[src/rtl/nibcol_pkg.sv]
package nibcol_pkg;
    typedef enum logic {
        HALF_HI = 1'b0,
        HALF_LO = 1'b1
    } half_e;
endpackage

[src/rtl/nibcol_decode.sv]
module nibcol_decode
    import nibcol_pkg::*;
#(
    parameter int BANK_W = 2,
    parameter int BYTE_W = 8,
    parameter int WIN_W  = 12
) (
    input  logic [BANK_W+WIN_W-1:0] addr,
    output logic [BANK_W-1:0]       bank,
    output logic [BYTE_W-1:0]       byte_idx,
    output half_e                   half
);
    // bits above the nibble span are mirror bits; bit 0 selects odd/even byte
    logic unused_bits;

    assign bank        = addr[BANK_W+WIN_W-1:WIN_W];
    assign byte_idx    = addr[BYTE_W+1:2];
    assign half        = half_e'(addr[1]);
    assign unused_bits = ^{addr[WIN_W-1:BYTE_W+2], addr[0]};
endmodule

[src/rtl/nibcol_hold.sv]
module nibcol_hold #(
    parameter int NIB_W = 4
) (
    input  logic             clk,
    input  logic             rst_n,
    input  logic             load,
    input  logic [NIB_W-1:0] din,
    output logic [NIB_W-1:0] hold
);
    typedef struct packed {
        logic [NIB_W-1:0] nib;
    } hold_t;

    hold_t hold_d, hold_q;

    always_comb begin
        hold_d = hold_q;
        if (load) begin
            hold_d.nib = din;
        end
    end

    always_ff @(posedge clk or negedge rst_n) begin
        if (!rst_n) begin
            hold_q <= '0;
        end else begin
            hold_q <= hold_d;
        end
    end

    assign hold = hold_q.nib;
endmodule

[src/rtl/nibcol_prog.sv]
module nibcol_prog #(
    parameter int FA_W   = 10,
    parameter int DATA_W = 8
) (
    input  logic              clk,
    input  logic              rst_n,
    input  logic              commit,
    input  logic [FA_W-1:0]   commit_addr,
    input  logic [DATA_W-1:0] commit_data,
    input  logic              ack,
    output logic              req,
    output logic [FA_W-1:0]   req_addr,
    output logic [DATA_W-1:0] req_data,
    output logic              busy
);
    typedef struct packed {
        logic              req;
        logic [FA_W-1:0]   addr;
        logic [DATA_W-1:0] data;
        logic              pend_v;
        logic [FA_W-1:0]   pend_addr;
        logic [DATA_W-1:0] pend_data;
    } prog_t;

    prog_t st_d, st_q;
    logic  free;

    always_comb begin
        st_d = st_q;
        free = !st_q.req || ack;
        if (free) begin
            if (st_q.pend_v) begin
                st_d.req       = 1'b1;
                st_d.addr      = st_q.pend_addr;
                st_d.data      = st_q.pend_data;
                st_d.pend_v    = commit;
                st_d.pend_addr = commit_addr;
                st_d.pend_data = commit_data;
            end else if (commit) begin
                st_d.req  = 1'b1;
                st_d.addr = commit_addr;
                st_d.data = commit_data;
            end else begin
                st_d.req = 1'b0;
            end
        end else if (commit && !st_q.pend_v) begin
            st_d.pend_v    = 1'b1;
            st_d.pend_addr = commit_addr;
            st_d.pend_data = commit_data;
        end
    end

    always_ff @(posedge clk or negedge rst_n) begin
        if (!rst_n) begin
            st_q <= '0;
        end else begin
            st_q <= st_d;
        end
    end

    assign req      = st_q.req;
    assign req_addr = st_q.addr;
    assign req_data = st_q.data;
    assign busy     = st_q.req | st_q.pend_v;
endmodule

[src/rtl/nibcol_flash_collector.sv]
module nibcol_flash_collector
    import nibcol_pkg::*;
#(
    parameter  int BANKS         = 4,
    parameter  int NIBS_PER_BANK = 512,
    parameter  int WINDOW_BYTES  = 4096,
    parameter  int NIB_W         = 4,
    localparam int BANK_W        = $clog2(BANKS),
    localparam int BYTE_W        = $clog2(NIBS_PER_BANK / 2),
    localparam int WIN_W         = $clog2(WINDOW_BYTES),
    localparam int ADDR_W        = BANK_W + WIN_W,
    localparam int FA_W          = BANK_W + BYTE_W,
    localparam int DATA_W        = 2 * NIB_W
) (
    input  logic              clk,
    input  logic              rst_n,
    input  logic              unlock,
    input  logic              bus_wr,
    input  logic [ADDR_W-1:0] bus_addr,
    input  logic [NIB_W-1:0]  bus_wdata,
    output logic [NIB_W-1:0]  bus_rdata,
    output logic [FA_W-1:0]   fl_raddr,
    input  logic [DATA_W-1:0] fl_rdata,
    output logic              fl_req,
    output logic [FA_W-1:0]   fl_addr,
    output logic [DATA_W-1:0] fl_wdata,
    input  logic              fl_ack,
    output logic              busy
);
    logic [BANK_W-1:0] bank;
    logic [BYTE_W-1:0] byte_idx;
    half_e             half;
    logic              wr_ok;
    logic              load_hi;
    logic              commit;
    logic [NIB_W-1:0]  hold;

    nibcol_decode #(
        .BANK_W (BANK_W),
        .BYTE_W (BYTE_W),
        .WIN_W  (WIN_W)
    ) u_dec (
        .addr     (bus_addr),
        .bank     (bank),
        .byte_idx (byte_idx),
        .half     (half)
    );

    assign wr_ok   = bus_wr & unlock;
    assign load_hi = wr_ok & (half == HALF_HI);
    assign commit  = wr_ok & (half == HALF_LO);

    nibcol_hold #(
        .NIB_W (NIB_W)
    ) u_hold (
        .clk   (clk),
        .rst_n (rst_n),
        .load  (load_hi),
        .din   (bus_wdata),
        .hold  (hold)
    );

    nibcol_prog #(
        .FA_W   (FA_W),
        .DATA_W (DATA_W)
    ) u_prog (
        .clk         (clk),
        .rst_n       (rst_n),
        .commit      (commit),
        .commit_addr ({bank, byte_idx}),
        .commit_data ({hold, bus_wdata}),
        .ack         (fl_ack),
        .req         (fl_req),
        .req_addr    (fl_addr),
        .req_data    (fl_wdata),
        .busy        (busy)
    );

    assign fl_raddr  = {bank, byte_idx};
    assign bus_rdata = (half == HALF_HI) ? fl_rdata[DATA_W-1:NIB_W] : fl_rdata[NIB_W-1:0];
endmodule

[config.mk]
export PLATFORM = sky130hd
export DESIGN_NAME = nibcol_flash_collector
export DESIGN_NICKNAME = d
export VERILOG_FILES = /design/src/rtl/nibcol_pkg.sv /design/src/rtl/nibcol_decode.sv /design/src/rtl/nibcol_hold.sv /design/src/rtl/nibcol_prog.sv /design/src/rtl/nibcol_flash_collector.sv
export SDC_FILE = /design/constraint.sdc
export NUM_CORES = 1
export LEC_CHECK = 0
export ABC_CLOCK_PERIOD_IN_PS = 3200
export CORE_MARGIN = 2
export CORE_UTILIZATION = 45
export DETAILED_ROUTE_END_ITERATION = 8
export DONT_BUFFER_PORTS = 1
export HOLD_SLACK_MARGIN = 0.12
export SLEW_MARGIN = 15
export SYNTH_ARGS = -nofsm -noshare
export SYNTH_HDL_FRONTEND = slang
export SYNTH_SLANG_ARGS = --single-unit
export TNS_END_PERCENT = 5
[constraint.sdc]
create_clock -name clk -period 3.2 [get_ports clk]
set_clock_uncertainty 0.15 [all_clocks]
set_input_delay 0.96 -clock clk [delete_from_list [all_inputs] [get_ports clk]]
set_output_delay 0.96 -clock clk [all_outputs]
set_load 0.03 [all_outputs]
==> key figures <==
Synth
  • Yosys Warn Count: 0
  • Syn Nets: 266
  • Syn Area/Cell: 11.1 um^2
  • Yosys reg bits: 42
  • Post-synth cell types: 22
  • Cell area after synthesis: 2600 um^2
  • Seq/Total Area, Yosys: 40.3%
  • Post-Synthesis Cells: 235

Die
  • Die Area: 6410 um^2
  • Initial core utilization: 47.0%
  • Die Y: 80.1 um
  • Std cell rows: 27
  • CORE AREA: 5540 um^2
  • Die W: 80.1 um
  • I/O pin total: 65

Global route
  • Initial antenna violation count: 0
  • Number of global-route vias before repair: 1832
  • Global route total overflow: 0
  • Global-route wire length before repair: 8740 um
  • Tot GR Track Use: 17.5%
  • Largest net degree at the start of global routing: 43

Routing
  • Drt wl/cell: 19.3 um
  • DRT iter0 DRCs: 139
  • Detailed Routing Iterations Pass 1: 4
  • Post-route DRC: 0
  • Routed vias/inst: 6.07
  • Final wirelength: 5210 um
  • Final ANT Viol Nets: 0
  • Via Count: 1638

Clock tree
  • Reg clk slew, reported paths: 80 ps
  • # Post-CTS Setup Buffers: 0
  • Clk sink count: 42
  • CTS H-Tree Depth: 2
  • CTS Buf Count: 5
  • Post-CTS Resized: 0
  • Hold buffers post-CTS: 0
  • CTS Buffer Depth: 2
  • Skew-Pair Late Insertion Delay: 300 ps
  • Root buffer cell: clkbuf_8
  • CTS tree: done

Placed design
  • Final GP Congestion: 0.758
  • Placed cell count: 262
  • Post-DP HPWL: 3210 um
  • Port bufs: 0

Timing
  • Max-slew headroom: 48.6%
  • Worst slew pin tran: 770 ps
  • Slew Viols, Final: 0
  • Hold Slack: 200 ps
  • Fin crit share: 79.4%
  • Period minus WS final: 2540 ps
  • TNS Setup: 0 ps
  • F_max: 394 MHz
  • Final Hold Vio Count: 0
  • Final setup viols: 0
  • RSZ-0062 raised after global routing: false

Finish
  • Final Net Count: 228
  • Layout cells sized above 1: 33.8%
  • Area grow syn2layout: -5.19%
  • Antenna cell count: 0
  • Final std cells w/o fill: 270
  • Filler instances: 508

Worst setup path
  • Crit path launch type: register
  • CP arrival: 1430 ps
  • R2R Setup Slk: 780 ps
  • Max FO, Critical Path: 11
  • Critical Path End Type: output port
  • CP required: 2090 ps
  • Crit Path Class: reg -> out

Power and ir drop
  • P_leak: 0.995 nW
  • Worst ir drop on vdd: 0.206 mV
  • Pwr dens: 617 nW/um^2

Run
  • Max cap viols: 0

Min path
  • HP Class: in -> async

Outcome
  • Outcome: finished, final reports clean
## synth_stat cells (all sizes together)
| cell | instances | area (um^2) |
|---|---|---|
| maj3 | 1 | 10.0 |
| buf | 40 | 303 |
| nand3 | 1 | 5.00 |
| and4bb | 9 | 113 |
| clkbuf | 9 | 33.8 |
| nor4bb | 9 | 90.1 |
| and3 | 2 | 12.5 |
| a21oi | 1 | 16.3 |
| dfrtp | 42 | 1050 |
| inv | 1 | 3.75 |
| mux2 | 44 | 533 |
| nand3b | 1 | 7.51 |
| a2bb2oi | 18 | 158 |
| or2 | 1 | 6.26 |
| or3 | 1 | 6.26 |
| nand2 | 18 | 67.6 |
| o21ai | 36 | 180 |
| nor2b | 1 | 8.76 |
## registers in the layout, summed over array words and instances (netlist names)
name and cells:
u_prog.req_addr 10, u_prog.req_data 8, u_hold.hold 4, u_prog.st_q 19, u_prog.req 1
## kinds of logic (layout without fill, tap and decap cells)
logic type      after synthesis  count (layout)  synth area share, %
compound gates               55              55                 13.6
buf+inv                      50              13                 13.1
mux                          44              44                 20.5
simple gates                 43              43                 12.2
flops                        42              42                 40.3
fa+ha+maj                     1               1                0.384
## critical path: stages (launching register included)
cell	delay, ps
dfrtp_1	490
buf_4	260
or2_2	380
## metrics by stage
stage / cell area, um^2 / utilization (%) / setup WS [ps] / power, mW
after global routing: 2470 / 44.6 / 606 / 1.62
after CTS: 2470 / 44.6 / 661 / 1.55
after detailed placement: 2390 / 43.1 / 458 / 1.21
after global placement: 2390 / 43.1 / 566 / 1.19
final: 2470 / 44.6 / 660 / 1.52
after floorplan: 2610 / - / 605 / 1.26
## power breakdown
group / internal, mW / switching, mW / total (mW) / leakage, nW
logic: 0.162 / 0.113 / 0.275 / 0.446
clock network: 0.155 / 0.175 / 0.330 / 0.0395
registers: 0.688 / 0.231 / 0.919 / 0.510
total: 1.01 / 0.518 / 1.52 / 0.995
## per-layer routing
layer | GRT usage, % | share of wire, %
met1 | 20.5 | 43
met2 | 28.8 | 49
met3 | 6.52 | 6.7
met4 | 6.95 | 1.4
met5 | 0 | 0
## cell type report
cell class	instances	area [um^2]	share of cell area (%)
Clock buffer	8	80.1	3.24
Tap cell	72	90.1	3.65
Multi-Input combinational cell	143	1210	49.1
Inverter	1	3.75	0.152
Sequential cell	42	1050	42.6
Timing Repair Buffer	4	30.0	1.22
## placed cells by master (no fill, tap or decap)
cell type	n
o21ai_0	26
clkbuf_1	3
maj3_1	1
mux2_4	10
and3_1	2
nand2_1	18
and4bb_2	9
clkbuf_8	5
nand3b_1	1
nor4bb_1	9
or3_1	1
o21ai_1	10
nand3_1	1
inv_2	1
dfrtp_1	41
or2_2	1
a2bb2oi_1	18
a21oi_4	1
dfrtp_2	1
mux2_2	34
buf_4	4
nor2b_2	1
## worst paths after layout
path,end,depth (start not counted),start
min,u_prog.req_data[6],0,rst_n
max reg2reg,u_prog.st_q[16],3,u_prog.req
max,busy,2,u_prog.req
min in group clk,u_prog.st_q[9],2,u_prog.st_q[9]
min reg2reg,u_prog.st_q[9],2,u_prog.st_q[9]
max in group asynchronous,u_prog.st_q[4],0,rst_n
Power figures use the tool's default switching activity.
